--- src/rtl/pgwalk.sv ---
module pgwalk #(
  parameter int ENT_W = 32
) (
  input  logic             clk,
  input  logic             rst_n,
  input  logic [ENT_W-1:0] cfg_dir_base,
  input  logic             cfg_large_en,
  input  logic             cfg_wp,
  input  logic             req_valid,
  output logic             req_ready,
  input  logic [ENT_W-1:0] req_vaddr,
  input  logic             req_write,
  input  logic             req_user,
  output logic             rsp_valid,
  output logic             rsp_fault,
  output logic [2:0]       rsp_fcode,
  output logic [ENT_W-1:0] rsp_paddr,
  output logic             rsp_wt,
  output logic             rsp_cd,
  output logic             mem_rd,
  output logic             mem_wr,
  output logic [ENT_W-1:0] mem_addr,
  output logic [ENT_W-1:0] mem_wdata,
  input  logic             mem_rvalid,
  input  logic [ENT_W-1:0] mem_rdata
);
  localparam int F_P  = 0;
  localparam int F_RW = 1;
  localparam int F_US = 2;
  localparam int F_WT = 3;
  localparam int F_CD = 4;
  localparam int F_AC = 5;
  localparam int F_PS = 7;
  localparam logic [ENT_W-1:0] AC_MASK = ENT_W'(1) << F_AC;

  typedef enum logic [2:0] {S_IDLE, S_DRD, S_TRD, S_DWB, S_TWB, S_RSP} st_t;

  st_t              st;
  logic [ENT_W-1:0] va_q, pde_q, pte_q, pa_q;
  logic             wr_q, usr_q, large_q, flt_q, prot_q, wt_q, cd_q;

  function automatic logic deny(input logic us, input logic rw, input logic u,
                                input logic w, input logic wp);
    return (u && !us) || (w && !rw && (u || wp));
  endfunction

  logic lg_hit, lg_deny, tb_deny;
  assign lg_hit  = mem_rdata[F_PS] && cfg_large_en;
  assign lg_deny = deny(mem_rdata[F_US], mem_rdata[F_RW], usr_q, wr_q, cfg_wp);
  assign tb_deny = deny(pde_q[F_US] & mem_rdata[F_US], pde_q[F_RW] & mem_rdata[F_RW],
                        usr_q, wr_q, cfg_wp);

  always_ff @(posedge clk or negedge rst_n) begin
    if (!rst_n) begin
      st <= S_IDLE;
      va_q <= '0; pde_q <= '0; pte_q <= '0; pa_q <= '0;
      wr_q <= 1'b0; usr_q <= 1'b0; large_q <= 1'b0;
      flt_q <= 1'b0; prot_q <= 1'b0; wt_q <= 1'b0; cd_q <= 1'b0;
    end else begin
      case (st)
        S_IDLE: if (req_valid) begin
          va_q <= req_vaddr; wr_q <= req_write; usr_q <= req_user;
          flt_q <= 1'b0; prot_q <= 1'b0; pa_q <= '0; wt_q <= 1'b0; cd_q <= 1'b0;
          st <= S_DRD;
        end
        S_DRD: if (mem_rvalid) begin
          pde_q <= mem_rdata;
          large_q <= lg_hit;
          if (!mem_rdata[F_P]) begin
            flt_q <= 1'b1; prot_q <= 1'b0; st <= S_RSP;
          end else if (lg_hit) begin
            if (lg_deny) begin
              flt_q <= 1'b1; prot_q <= 1'b1; st <= S_RSP;
            end else begin
              pa_q <= {mem_rdata[ENT_W-1:22], va_q[21:0]};
              wt_q <= mem_rdata[F_WT]; cd_q <= mem_rdata[F_CD];
              st <= mem_rdata[F_AC] ? S_RSP : S_DWB;
            end
          end else begin
            st <= S_TRD;
          end
        end
        S_TRD: if (mem_rvalid) begin
          pte_q <= mem_rdata;
          if (!mem_rdata[F_P]) begin
            flt_q <= 1'b1; prot_q <= 1'b0; st <= S_RSP;
          end else if (tb_deny) begin
            flt_q <= 1'b1; prot_q <= 1'b1; st <= S_RSP;
          end else begin
            pa_q <= {mem_rdata[ENT_W-1:12], va_q[11:0]};
            wt_q <= mem_rdata[F_WT]; cd_q <= mem_rdata[F_CD];
            if (!pde_q[F_AC])          st <= S_DWB;
            else if (!mem_rdata[F_AC]) st <= S_TWB;
            else                       st <= S_RSP;
          end
        end
        S_DWB: st <= (!large_q && !pte_q[F_AC]) ? S_TWB : S_RSP;
        S_TWB: st <= S_RSP;
        S_RSP: st <= S_IDLE;
        default: st <= S_IDLE;
      endcase
    end
  end

  logic [ENT_W-1:0] dir_addr, tbl_addr;
  assign dir_addr = {cfg_dir_base[ENT_W-1:12], va_q[31:22], 2'b00};
  assign tbl_addr = {pde_q[ENT_W-1:12], va_q[21:12], 2'b00};

  assign req_ready = (st == S_IDLE);
  assign mem_rd    = (st == S_DRD) || (st == S_TRD);
  assign mem_wr    = (st == S_DWB) || (st == S_TWB);
  assign mem_addr  = (st == S_DRD || st == S_DWB) ? dir_addr :
                     (st == S_TRD || st == S_TWB) ? tbl_addr : '0;
  assign mem_wdata = (st == S_DWB) ? (pde_q | AC_MASK) :
                     (st == S_TWB) ? (pte_q | AC_MASK) : '0;

  assign rsp_valid = (st == S_RSP);
  assign rsp_fault = flt_q;
  assign rsp_fcode = flt_q ? {usr_q, wr_q, prot_q} : 3'b000;
  assign rsp_paddr = pa_q;
  assign rsp_wt    = wt_q;
  assign rsp_cd    = cd_q;
endmodule

--- config.mk ---
export PLATFORM = sky130hd
export DESIGN_NAME = pgwalk
export DESIGN_NICKNAME = d
export VERILOG_FILES = /design/src/rtl/pgwalk.sv
export SDC_FILE = /design/constraint.sdc
export NUM_CORES = 1
export LEC_CHECK = 0
export ABC_AREA = 1
export BUFFER_PORTS_ARGS = -buffer_cell sky130_fd_sc_hd__buf_2
export CAP_MARGIN = 25
export CORE_MARGIN = 4
export CORE_UTILIZATION = 50
export DETAILED_ROUTE_END_ITERATION = 8
export HOLD_SLACK_MARGIN = 0.15
export PLACE_DENSITY_LB_ADDON = 0.08
export REMOVE_ABC_BUFFERS = 1
export SLEW_MARGIN = 0
export SYNTH_ARGS = -nofsm -noshare
export SYNTH_HDL_FRONTEND = slang
export SYNTH_SLANG_ARGS = --single-unit
--- constraint.sdc ---
create_clock -name clk -period 3.7 [get_ports clk]
set_clock_uncertainty 0.05 [all_clocks]
set_input_delay 0.74 -clock clk [delete_from_list [all_inputs] [get_ports clk]]
set_output_delay 0.74 -clock clk [all_outputs]
set_load 0.005 [all_outputs]
=== Word level (Yosys, flattened, before mapping) ===
Index checks and enable logic that the tools add are counted.

* Register bits after elaboration: 138
* Output and inout port bits: 106
* Input port bits: 104
* Word-level logic and storage cells: 116

* Reductions and logical operators: 29
* Muxes and demuxes: 57
* Equality and inequality tests: 16
* Bitwise gates (word level): 2

{| class="wikitable"
|+ Operator list
! operator !! number
|-
| $mux W32 || 12
|-
| $pmux W32 S3 || 1
|-
| $mux W3 || 11
|-
| $mux W1 || 28
|-
| $ne A2 B2 Y1 const B || 8
|-
| $pmux W3 S5 || 1
|-
| $pmux W1 S3 || 4
|-
| $ne A3 B3 Y1 const B || 3
|-
| $reduce_and A9 Y1 || 1
|-
| $logic_and A1 B1 Y1 || 8
|-
| $logic_or A1 B1 Y1 || 7
|-
| $reduce_and A7 Y1 || 1
|-
| $eq A3 B2 Y1 const B || 2
|-
| $eq A3 B3 Y1 const B || 2
|-
| $logic_not A1 Y1 || 6
|-
| $reduce_and A2 Y1 || 3
|-
| $eq A3 B1 Y1 const B || 1
|-
| $logic_not A3 Y1 || 1
|-
| $reduce_and A3 Y1 || 1
|-
| $reduce_bool A3 Y1 || 1
|-
| $and A1 B1 Y1 || 2
|}

=== Longest topological paths before layout ===
Gate-level depths: netlist (run 1).

* Depth in word-level cells: 9
* Gate-level depth with buffers: 11
* Mapped depth without buffers: 10

=== Worst setup path before layout (run 1) ===
No wires, ideal clock.

* Path type: register -> output
* Start: register st[1]
* End: output port mem_wdata[10]
* Stages on the path, launching flop included: 7
* Data required time: 2910 ps
* Path slack: 1612 ps
* Data arrival time: 1298 ps
* Buffers on the path: 2
* Path through: dfrtp_1 buf_4 nor2_1 nand2_1 inv_1 clkbuf_1 a32o_1

* Longest elaborated chain between the ends: 3

{| class="wikitable"
|+ Ends and longest elaborated chain
! item !! RTL line !! RTL
|-
| start: declaration || 38 || <nowiki>st_t st;</nowiki>
|-
| start signal: assignment || 77 || <nowiki>st <= mem_rdata[F_AC] ? S_RSP : S_DWB;</nowiki>
|-
| start signal: assignment || 97 || <nowiki>S_DWB: st <= (!large_q && !pte_q[F_AC]) ? S_TWB : S_RSP;</nowiki>
|-
| $eq A3 B3 Y1 || 115 || <nowiki>(st == S_TWB) ? (pte_q | AC_MASK) : '0;</nowiki>
|-
| $mux W32 || 115 ||
|-
| $mux W32 * || 114 || <nowiki>assign mem_wdata = (st == S_DWB) ? (pde_q | AC_MASK) :</nowiki>
|-
| end: declaration || 23 || <nowiki>output logic [ENT_W-1:0] mem_wdata,</nowiki>
|}

Mark *: on every way between the ends. The rest lies on a longest branch, timed or not.

=== Final worst setup path (run 1) ===
* Start: register st[0]
* End: output port mem_wdata[22]

The elaborated chain is that of the path after synthesis.

==> results of run 1 <==
## cell type report
class,count,area share [%]
clock buffers,24,6.16
clock inverters,8,1.11
inverters,94,4.33
multi-input cells,512,29.8
flip-flops and latches,138,42.4
well taps,172,2.64
repair buffers,205,13.6
## per-stage QoR
step	setup WS [ns]	util [%]	cell area (um^2)	cells	power, uW
after global placement	0.871	59.4	7500	1118	5350
after global routing	0.246	64.6	8150	1153	7760
final	0.482	64.6	8150	1153	7190
after CTS	0.426	64.4	8120	1152	7220
after floorplan	0.742	-	6230	744	4250
after detailed placement	0.880	59.7	7530	1120	5510
## power by group through the flow
stage | Combinational [uW] | Clock, uW | Sequential [uW]
after floorplan | 1740 | 0 | 2500
after global placement | 2820 | 0 | 2530
after detailed placement | 2950 | 0 | 2560
after CTS | 2960 | 1710 | 2550
after global routing | 3350 | 1780 | 2630
final | 2950 | 1690 | 2550
## synth_stat cells, types with 3 or more instances
library cell	n
nand3_1	8
inv_1	89
buf_6	3
nor2_1	61
clkbuf_2	3
o21ai_0	151
nand2_2	3
nand2_1	215
inv_2	5
buf_4	4
o22ai_1	10
clkbuf_1	23
mux2_2	3
a21oi_1	28
a32o_1	11
mux2_1	7
dfrtp_1	138
buf_2	14
## final timing paths
path | startpoint | end | slack, ns | depth (start not counted)
setup / recovery | st[0] | mem_wdata[22] | 0.48 | 6
hold / removal | rst_n | pte_q[6] | 0.38 | 1
setup reg to reg | st[0] | rsp_paddr[22] | 1.07 | 8
hold reg to reg | pte_q[16] | pte_q[16] | 0.43 | 2
max in group asynchronous | rst_n | va_q[5] | 2.48 | 2
min in group clk | pte_q[16] | pte_q[16] | 0.43 | 2
## placed cells by master, fill, tap and decap left out, drive strengths merged
master and count:
bufinv 2, nand3 8, nand2 220, o21ai 151
clkbuf 24, a32o 11, conb 2, nor3 2
nor2 64, nand3b 1, a21oi 28, o21bai 2
inv 94, dfrtp 138, mux2 10, buf 205
clkinv 6, o22ai 10, nand4 3
## critical path, delay by kind of cell (launching register included)
family,cells,cell delay (ns)
and+or+nand+nor,2,0.74
AOI/OAI and AO/OA,1,0.24
DFF,1,0.47
buffers and inverters,3,0.55
## sequential cells by signal (all words and copies together), names as in the netlist
signal     flops
usr_q          1
va_q          32
st             3
rsp_paddr     32
rsp_wt         1
rsp_cd         1
pde_q         32
pte_q         32
rsp_fault      1
wr_q           1
prot_q         1
large_q        1
## logic make-up after synthesis
kind of cell	Yosys count
mux	10
other cells	1
buf+inv	143
compound gates	202
simple gates	298
flops	138
## per-layer routing
| layer | routed length (um) | part of all wire [%] | up-vias | global-route usage, % |
|---|---|---|---|---|
| met5 | 0 | 0 | - | 0 |
| met4 | 300 | 1.7 | 0 | 8.33 |
| met3 | 1200 | 6.7 | 29 | 6.59 |
| met2 | 8810 | 49 | 215 | 40.8 |
| met1 | 7500 | 42 | 2809 | 31.0 |
| li1 | - | - | 2876 | - |
==> results.json, run 1 <==
{
  "synthArstFlopShare_pct": 100,
  "cts_setup_buffers": 0,
  "grt_pass1_vias": 5696,
  "outcome": "completed",
  "first_pass_iters": 5,
  "diodes": 0,
  "power.share.switching_pct": 40.1,
  "intPower_uw": 4310,
  "yosys.area_share.xor_xnor_pct": 0,
  "hold_ws_ns": 0.377,
  "period_needed_ns": 3.22,
  "vias": 5929,
  "grt_pass1_wl_um": 28300,
  "coreArea_um2": 12600,
  "syn_area_per_cell_um2": 8.16,
  "drc": 0,
  "ctsHoldBuffers": 0,
  "vdd_drop_max_mv": 0.419,
  "ant_nets": 0,
  "max-slew-margin-rel_pct": 31.5,
  "synth_edf_count": 0,
  "final_hold_viol_count": 0,
  "synth.yosys.seq_area_share_pct": 53.4,
  "grt_usage_pct": 24.5,
  "drive_gt1_share_pct": 26.1,
  "gr-total-overflow": 0,
  "ys_types": 29,
  "yosysTopAreaCellShare_pct": 53.4,
  "crit_required_ns": 2.91,
  "start_util_pct": 51.2,
  "multi_input_area_um2": 2430,
  "yosysTopAreaCell": "dfrtp_1",
  "cts_resized": 0,
  "num-fill-cells": 1131,
  "synth_top_family_by_area": "simple AND/OR/NAND/NOR gates",
  "antenna_found_initial": 0,
  "comb_power_share_pct": 41.0,
  "muxShareOfSynthArea_pct": 1.74,
  "die_w_um": 122,
  "maxCapViolCount": 0,
  "path_clk_slew_ns": 0.06,
  "rsz0062_at_grt": "false",
  "pwr-share-seq_pct": 35.5,
  "min_path_type": "in2async",
  "fp.dieH_um": 122,
  "synth_compound_area_share_pct": 16.8,
  "fin_nets": 1072,
  "rows": 41,
  "cts_buffer_depth": 2,
  "leakage_uw": 0.00454,
  "root_buffer": "clkbuf_16",
  "synthCells": 792,
  "clkPwrFrac_pct": 23.5,
  "drv_slew": 0,
  "clock_sinks": 138,
  "synth_area_um2": 6460,
  "grt_start_max_net_pins": 98,
  "dp_hpwl_um": 11900,
  "routedWlPerCell_um": 15.4,
  "io_pins": 210,
  "cp.arrival_ns": 2.43,
  "die_area_um2": 14800,
  "synth_ff_type": "dfrtp_1",
  "crit_path_max_incr_delay_ns": 0.47,
  "min_period_over_period_pct": 87.0,
  "setup_viol": 0,
  "routed_wl_um": 17800,
  "power_density_nw_per_um2": 882,
  "synth-simple-area-share_pct": 18.8,
  "fin_tns_setup_ns": 0,
  "max_slew.worst_pin.slew_ns": 1.02,
  "synth-adder-area-share_pct": 0,
  "crit_type": "reg2out",
  "switching_power_uw": 2880,
  "crit_path_cell_trace": "inv_2 -> nor2_4 -> nand2_1 -> buf_4 -> o21ai_0 -> buf_2",
  "tritoncts": "yes",
  "clk-insertion-delay-late_ns": 0.41,
  "syn2layout_area_growth_pct": 26.1,
  "cp_slowest_cell": "dfrtp_1",
  "ys_warn_count": 0,
  "io_buffers": 195,
  "synth-seq-cells": 138,
  "viasPerCell": 5.14,
  "synthTopCellsByArea": "dfrtp_1 53%, nand2_1 12%, o21ai_0 12%",
  "cp-start-kind": "register",
  "cp_max_fo": 22,
  "ctsHtreeMaxLevel": 4,
  "globalplace.congestion": 0.936,
  "max_freq_mhz": 311,
  "crit_path_end_kind": "primary output",
  "cts_buffers": 17,
  "seqCellArea_um2": 3450,
  "drt_iter0_drc": 466
}
No activity file was read; power rests on OpenSTA's default activity.
==> run 2, diff against run 1 <==
--- a/config.mk
+++ b/config.mk
@@ -5,7 +5,6 @@
 export SDC_FILE = /design/constraint.sdc
 export NUM_CORES = 1
 export LEC_CHECK = 0
-export ABC_AREA = 1
 export BUFFER_PORTS_ARGS = -buffer_cell sky130_fd_sc_hd__buf_2
 export CAP_MARGIN = 25
 export CORE_MARGIN = 4
==> run 2 against run 1 <==
Effect of this change:
- die area is 1.5% lower
- first-iteration DRC count is 45% lower
- non-clock buffer count is 5 higher
- sequential power is 4% higher
- worst setup slack better by 0.0085 ns
- final cell count is 24% lower
- design area is 0.23% lower
- critical endpoint is now mem_addr[17]
- largest power group unchanged
==> results.json, run 2 <==
{
  "outcome": "completed",
  "globalplace.congestion": 0.826,
  "fin_tns_setup_ns": 0,
  "routedWlPerCell_um": 18.9,
  "power.share.switching_pct": 32.8,
  "min_period_over_period_pct": 86.7,
  "yosysTopAreaCell": "dfrtp_1",
  "setup_viol": 0,
  "cts_setup_buffers": 0,
  "worst-path-stages": 5,
  "max-slew-margin-rel_pct": 36.8,
  "power_density_nw_per_um2": 875,
  "viasPerCell": 5.42,
  "grt_pass1_vias": 5042,
  "clkPwrFrac_pct": 24.7,
  "wl_met3_um": 1270,
  "drv_slew": 0,
  "reg2regPathDepth": 4,
  "synth_area_um2": 6360,
  "intPower_uw": 4780,
  "drive_gt1_share_pct": 53.0,
  "vias": 4740,
  "max_slew.worst_pin.slew_ns": 0.947,
  "synth-seq-cells": 138,
  "fin_nets": 799,
  "cp.arrival_ns": 2.42,
  "ant_nets": 0,
  "crit_path_max_incr_delay_ns": 0.61,
  "crit_path_cell_trace": "nand2b_1 -> a21oi_4 -> buf_4 -> a22o_1 -> buf_2",
  "fin_cells": 875,
  "cp_slowest_cell": "a21oi_4",
  "ys_warn_count": 0,
  "coreArea_um2": 12200,
  "syn2layout_area_growth_pct": 27.8,
  "crit_required_ns": 2.91,
  "synth_common_cells": "138 x dfrtp_1, 120 x mux2_2, 71 x a22o_1",
  "synth_edf_count": 0,
  "grt_usage_pct": 23.5,
  "synthCells": 505,
  "io_pins": 210,
  "yosysTopAreaCellShare_pct": 54.3,
  "io_buffers": 195,
  "period_needed_ns": 3.21,
  "min_path_type": "in2async",
  "start_util_pct": 52.1,
  "dp.cells": 844,
  "path_clk_slew_ns": 0.06,
  "dp_hpwl_um": 11400,
  "synthTopCellsByArea": "dfrtp_1 54%, mux2_2 21%, a22o_1 9.8%",
  "vdd_drop_max_mv": 0.509,
  "synthArstFlopShare_pct": 100,
  "cp-start-kind": "register",
  "cp_max_fo": 20,
  "cts_buffer_depth": 2,
  "drt_iter0_drc": 255,
  "yosysMostFrequentCell": "dfrtp_1",
  "grt_start_max_net_pins": 96,
  "switching_power_uw": 2340,
  "ys_types": 37,
  "drc": 0,
  "wl_met2_um": 8300,
  "synth_ff_type": "dfrtp_1",
  "die_area_um2": 14600,
  "layout_common_cells": "194 x buf_2, 138 x dfrtp_1, 120 x mux2_2",
  "clock_sinks": 138,
  "rows": 40,
  "die_w_um": 121,
  "crit_buf_inv": 2,
  "first_pass_iters": 4,
  "clk-insertion-delay-late_ns": 0.42,
  "layout_commonest_cell": "buf_2",
  "antenna_found_initial": 0,
  "synth.yosys.seq_area_share_pct": 54.3,
  "top_layer_used": "met4",
  "gr-total-overflow": 0,
  "leakage_uw": 0.00404,
  "m1WireLength_um": 6760,
  "cts_buffers": 17,
  "rsz0062_at_grt": "false",
  "final_hold_viol_count": 0,
  "grt_pass1_wl_um": 26400,
  "cp_top_family": "compound AO/OA/AOI/OAI gates",
  "max_freq_mhz": 312,
  "maxCapViolCount": 0,
  "pwr-share-seq_pct": 37.3,
  "routed_wl_um": 16500,
  "diodes": 0,
  "syn_area_per_cell_um2": 12.6,
  "crit_type": "reg2out",
  "cts_resized": 0,
  "root_buffer": "clkbuf_16",
  "ctsHoldBuffers": 0,
  "tritoncts": "yes",
  "crit_path_end_kind": "primary output",
  "fp.dieH_um": 121,
  "comb_power_share_pct": 37.9,
  "ctsHtreeMaxLevel": 4
}
## run 2: cell type report
class                      instances  area, um^2
clock inverter                    10         140
inverter                           9        33.8
timing repair buffer             210        1110
clock buffer                      21         480
fill                             979        4080
multi-input combinational        319        2710
tap                              168         210
sequential                       138        3450
## run 2: metrics by stage
stage	total power, uW	area [um^2]	worst slack (ns)	hold slack (ns)	util [%]
floorplan	4270	6170	0.177	0.394	-
global placement	5280	7510	0.757	0.422	61.5
detailed placement	5400	7510	0.727	0.438	61.5
CTS	7180	8130	0.459	0.390	66.6
global route	7560	8130	0.348	0.409	66.6
finish	7110	8130	0.491	0.331	66.6
## run 2: power groups by stage
stage	Clock, uW	Sequential, uW	Combinational [uW]
finish	1760	2660	2700
floorplan	0	2540	1730
detailed placement	0	2670	2730
global placement	0	2630	2650
CTS	1780	2660	2740
global route	1860	2750	2960
## run 2: path summary, 6_finish.rpt
kind / endpoint / slack (ns) / start
setup / recovery: mem_addr[17] / 0.49 / st[1]
hold / removal: pde_q[0] / 0.33 / rst_n
setup reg to reg: pte_q[5] / 1.03 / st[1]
hold reg to reg: va_q[3] / 0.45 / va_q[3]
max in group asynchronous: pte_q[19] / 2.31 / rst_n
min in group clk: va_q[3] / 0.45 / va_q[3]
## run 2: cell families (layout without fill, tap and decap cells)
| kind of cell | Yosys count | after routing | synth area share, % |
|---|---|---|---|
| buffers and inverters | 49 | 250 | 3.68 |
| and+or+nand+nor | 97 | 97 | 7.67 |
| DFF | 138 | 138 | 54.3 |
| muxes | 121 | 121 | 21.4 |
| AOI/OAI and AO/OA | 99 | 99 | 12.9 |
| other | 1 | 2 | 0.0589 |
## run 2: metal layers
layer,GRT usage (%),vias to the layer above
met1,28.6,2377
met2,39.8,161
met5,0,-
li1,-,2187
met3,8.00,15
met4,6.52,0
==> run 3, diff against run 2 <==
--- a/config.mk
+++ b/config.mk
@@ -7,8 +7,10 @@
 export LEC_CHECK = 0
 export BUFFER_PORTS_ARGS = -buffer_cell sky130_fd_sc_hd__buf_2
 export CAP_MARGIN = 25
+export CELL_PAD_IN_SITES_DETAIL_PLACEMENT = 0
+export CELL_PAD_IN_SITES_GLOBAL_PLACEMENT = 2
 export CORE_MARGIN = 4
-export CORE_UTILIZATION = 50
+export CORE_UTILIZATION = 29
 export DETAILED_ROUTE_END_ITERATION = 8
 export HOLD_SLACK_MARGIN = 0.15
 export PLACE_DENSITY_LB_ADDON = 0.08
==> constraint.sdc (replaced) <==
create_clock -name clk -period 2.74 [get_ports clk]
set_clock_uncertainty 0.05 [all_clocks]
set_input_delay 0.548 -clock clk [delete_from_list [all_inputs] [get_ports clk]]
set_output_delay 0.548 -clock clk [all_outputs]
set_load 0.005 [all_outputs]
==> run 3 against run 2 <==
Effect of this change:
- utilization down 27 points
- clock power up 23%
- sequential cell count unchanged
- final cell count up 14%
- via count up 2.8%
- worst setup slack worse by 0.35 ns
- combinational power up 44%
- total power up 35%
- critical path depth unchanged
- largest cell class unchanged
- largest power group unchanged
- highest routed layer is now met5
==> results.json, run 3 (synthesis results as in run 2) <==
{
  "syn2layout_area_growth_pct": 31.9,
  "gr-total-overflow": 0,
  "grt_usage_pct": 15.9,
  "rsz0062_at_grt": "false",
  "crit_path_end_kind": "primary output",
  "drc": 0,
  "seqCellArea_um2": 3450,
  "diodes": 0,
  "drv_slew": 0,
  "worstReg2RegEnd": "rsp_paddr[22]",
  "layout_commonest_cell": "buf_2",
  "setup_viol": 0,
  "fin_tns_setup_ns": 0,
  "cp.arrival_ns": 2.00,
  "clock_sinks": 138,
  "io_buffers": 195,
  "max_slew.worst_pin.slew_ns": 0.789,
  "maxCapViolCount": 0,
  "min_path_type": "in2reg",
  "die_area_um2": 24400,
  "crit_path_cell_trace": "nand2b_1 -> a21oi_4 -> buf_4 -> a22o_1 -> buf_2",
  "globalplace.congestion": 0.763,
  "first_pass_iters": 4,
  "grt_pass1_vias": 5277,
  "fin_util_pct": 39.4,
  "dp_hpwl_um": 13600,
  "ctsHtreeMaxLevel": 4,
  "routed_wl_um": 19200,
  "vias": 4874,
  "rows": 53,
  "routedWlPerCell_um": 19.3,
  "cts_setup_buffers": 0,
  "comb_power_share_pct": 40.4,
  "num-fill-cells": 2090,
  "final_area_um2": 8390,
  "timing.rr.start": "st[0]",
  "min_path_cells": 2,
  "layout_common_cells": "194 x buf_2, 137 x dfrtp_1, 120 x mux2_2",
  "drive_gt1_share_pct": 54.0,
  "placement.cell_area_um2": 7820,
  "crit_required_ns": 2.14,
  "cts_buffers": 17,
  "grt_start_max_net_pins": 63,
  "root_buffer": "clkbuf_16",
  "cp_slowest_cell": "dfrtp_1",
  "crit_buf_inv": 2,
  "tritoncts": "yes",
  "crit_path_max_incr_delay_ns": 0.47,
  "hp-start": "req_vaddr[8]",
  "outcome": "completed",
  "pwr-share-seq_pct": 37.1,
  "path_clk_slew_ns": 0.07,
  "antenna_found_initial": 1,
  "hold_ws_ns": 0.304,
  "start_util_pct": 29.9,
  "power_density_nw_per_um2": 1140,
  "min_to": "va_q[8]",
  "crit_type": "reg2out",
  "period_needed_ns": 2.59,
  "rrSetupSlack_ns": 0.46,
  "io_pins": 210,
  "power.share.switching_pct": 34.8,
  "vdd_drop_max_mv": 0.617,
  "max_freq_mhz": 385,
  "multi_input_area_um2": 2720,
  "cts_buffer_depth": 2,
  "die_w_um": 156,
  "coreArea_um2": 21300,
  "fp.dieH_um": 156,
  "final_hold_viol_count": 0,
  "intPower_uw": 6260,
  "grt_pass1_wl_um": 30000,
  "viasPerCell": 4.90,
  "min_period_over_period_pct": 94.7,
  "ant_nets": 0,
  "cp_max_fo": 22,
  "cp-start-kind": "register",
  "cp_top_family": "flip-flops",
  "fin_nets": 810,
  "switching_power_uw": 3340,
  "reg2regPathDepth": 7,
  "leakage_uw": 0.00409,
  "max-slew-margin-rel_pct": 46.8,
  "drt_iter0_drc": 144,
  "clk-insertion-delay-late_ns": 0.42,
  "clkPwrFrac_pct": 22.5
}
run 3: worst max path at each step:
stage,cells after the start,start,slack (ns),end
6_report,5,st[1],0.15,mem_addr[6]
5_1_grt,5,st[1],0.02,mem_addr[5]
4_1_cts,5,st[2],0.06,mem_addr[6]
3_5_place_dp,7,mem_rdata[0],0.21,rsp_paddr[28]
3_3_place_gp,7,mem_rdata[0],0.23,rsp_paddr[1]
2_1_floorplan,3,st[0],-0.59,mem_wdata[10]
run 3: stage by stage:
| stage | instances | worst slack (ns) | total power (uW) |
|---|---|---|---|
| after floorplan | 466 | -0.591 | 5760 |
| after global placement | 961 | 0.226 | 7470 |
| after detailed placement | 961 | 0.209 | 7580 |
| after CTS | 994 | 0.0632 | 9790 |
| after global routing | 994 | 0.0215 | 10300 |
| final | 994 | 0.146 | 9600 |
run 3: repair_timing:
item / CTS / global route
hold endpoints to repair: 60 / 0
gates resized for setup: 1 / 1
hold buffers: 1 / 0
endpoints found under the setup margin: 1 / 29
pin swaps: 0 / 0
run 3: cell type report:
type                            count  share of cell area [%]
Tap cell                          275                    4.10
Clock inverter                     14                    1.36
Sequential cell                   138                    41.2
Multi-Input combinational cell    319                    32.5
Timing Repair Buffer              221                    15.3
Inverter                            9                   0.403
Clock buffer                       18                    5.23
run 3: metal layers:
layer  routed length (um)  part of all wire, %  GRT usage (%)
met3                 1230                  6.4           5.19
met1                 8150                   42           19.8
met2                 9610                   50           27.1
met4                  216                  1.1           3.64
met5                   20                 0.10              0
run 3: power groups by stage:
stage / combinational (uW) / clock [uW] / sequential (uW)
final: 3880 / 2160 / 3570
after global routing: 4300 / 2310 / 3700
after CTS: 3990 / 2220 / 3580
after detailed placement: 3970 / 0 / 3610
after global placement: 3900 / 0 / 3570
after floorplan: 2330 / 0 / 3430
run 3: worst register-to-register path, delay by kind of cell (launching register included):
family / cells / cell delay [ns]
buffers and inverters: 2 / 0.42
AND/OR/NAND/NOR: 1 / 0.06
multiplexers: 1 / 0.36
flip-flops: 1 / 0.51
AO/OA/AOI/OAI: 3 / 0.75
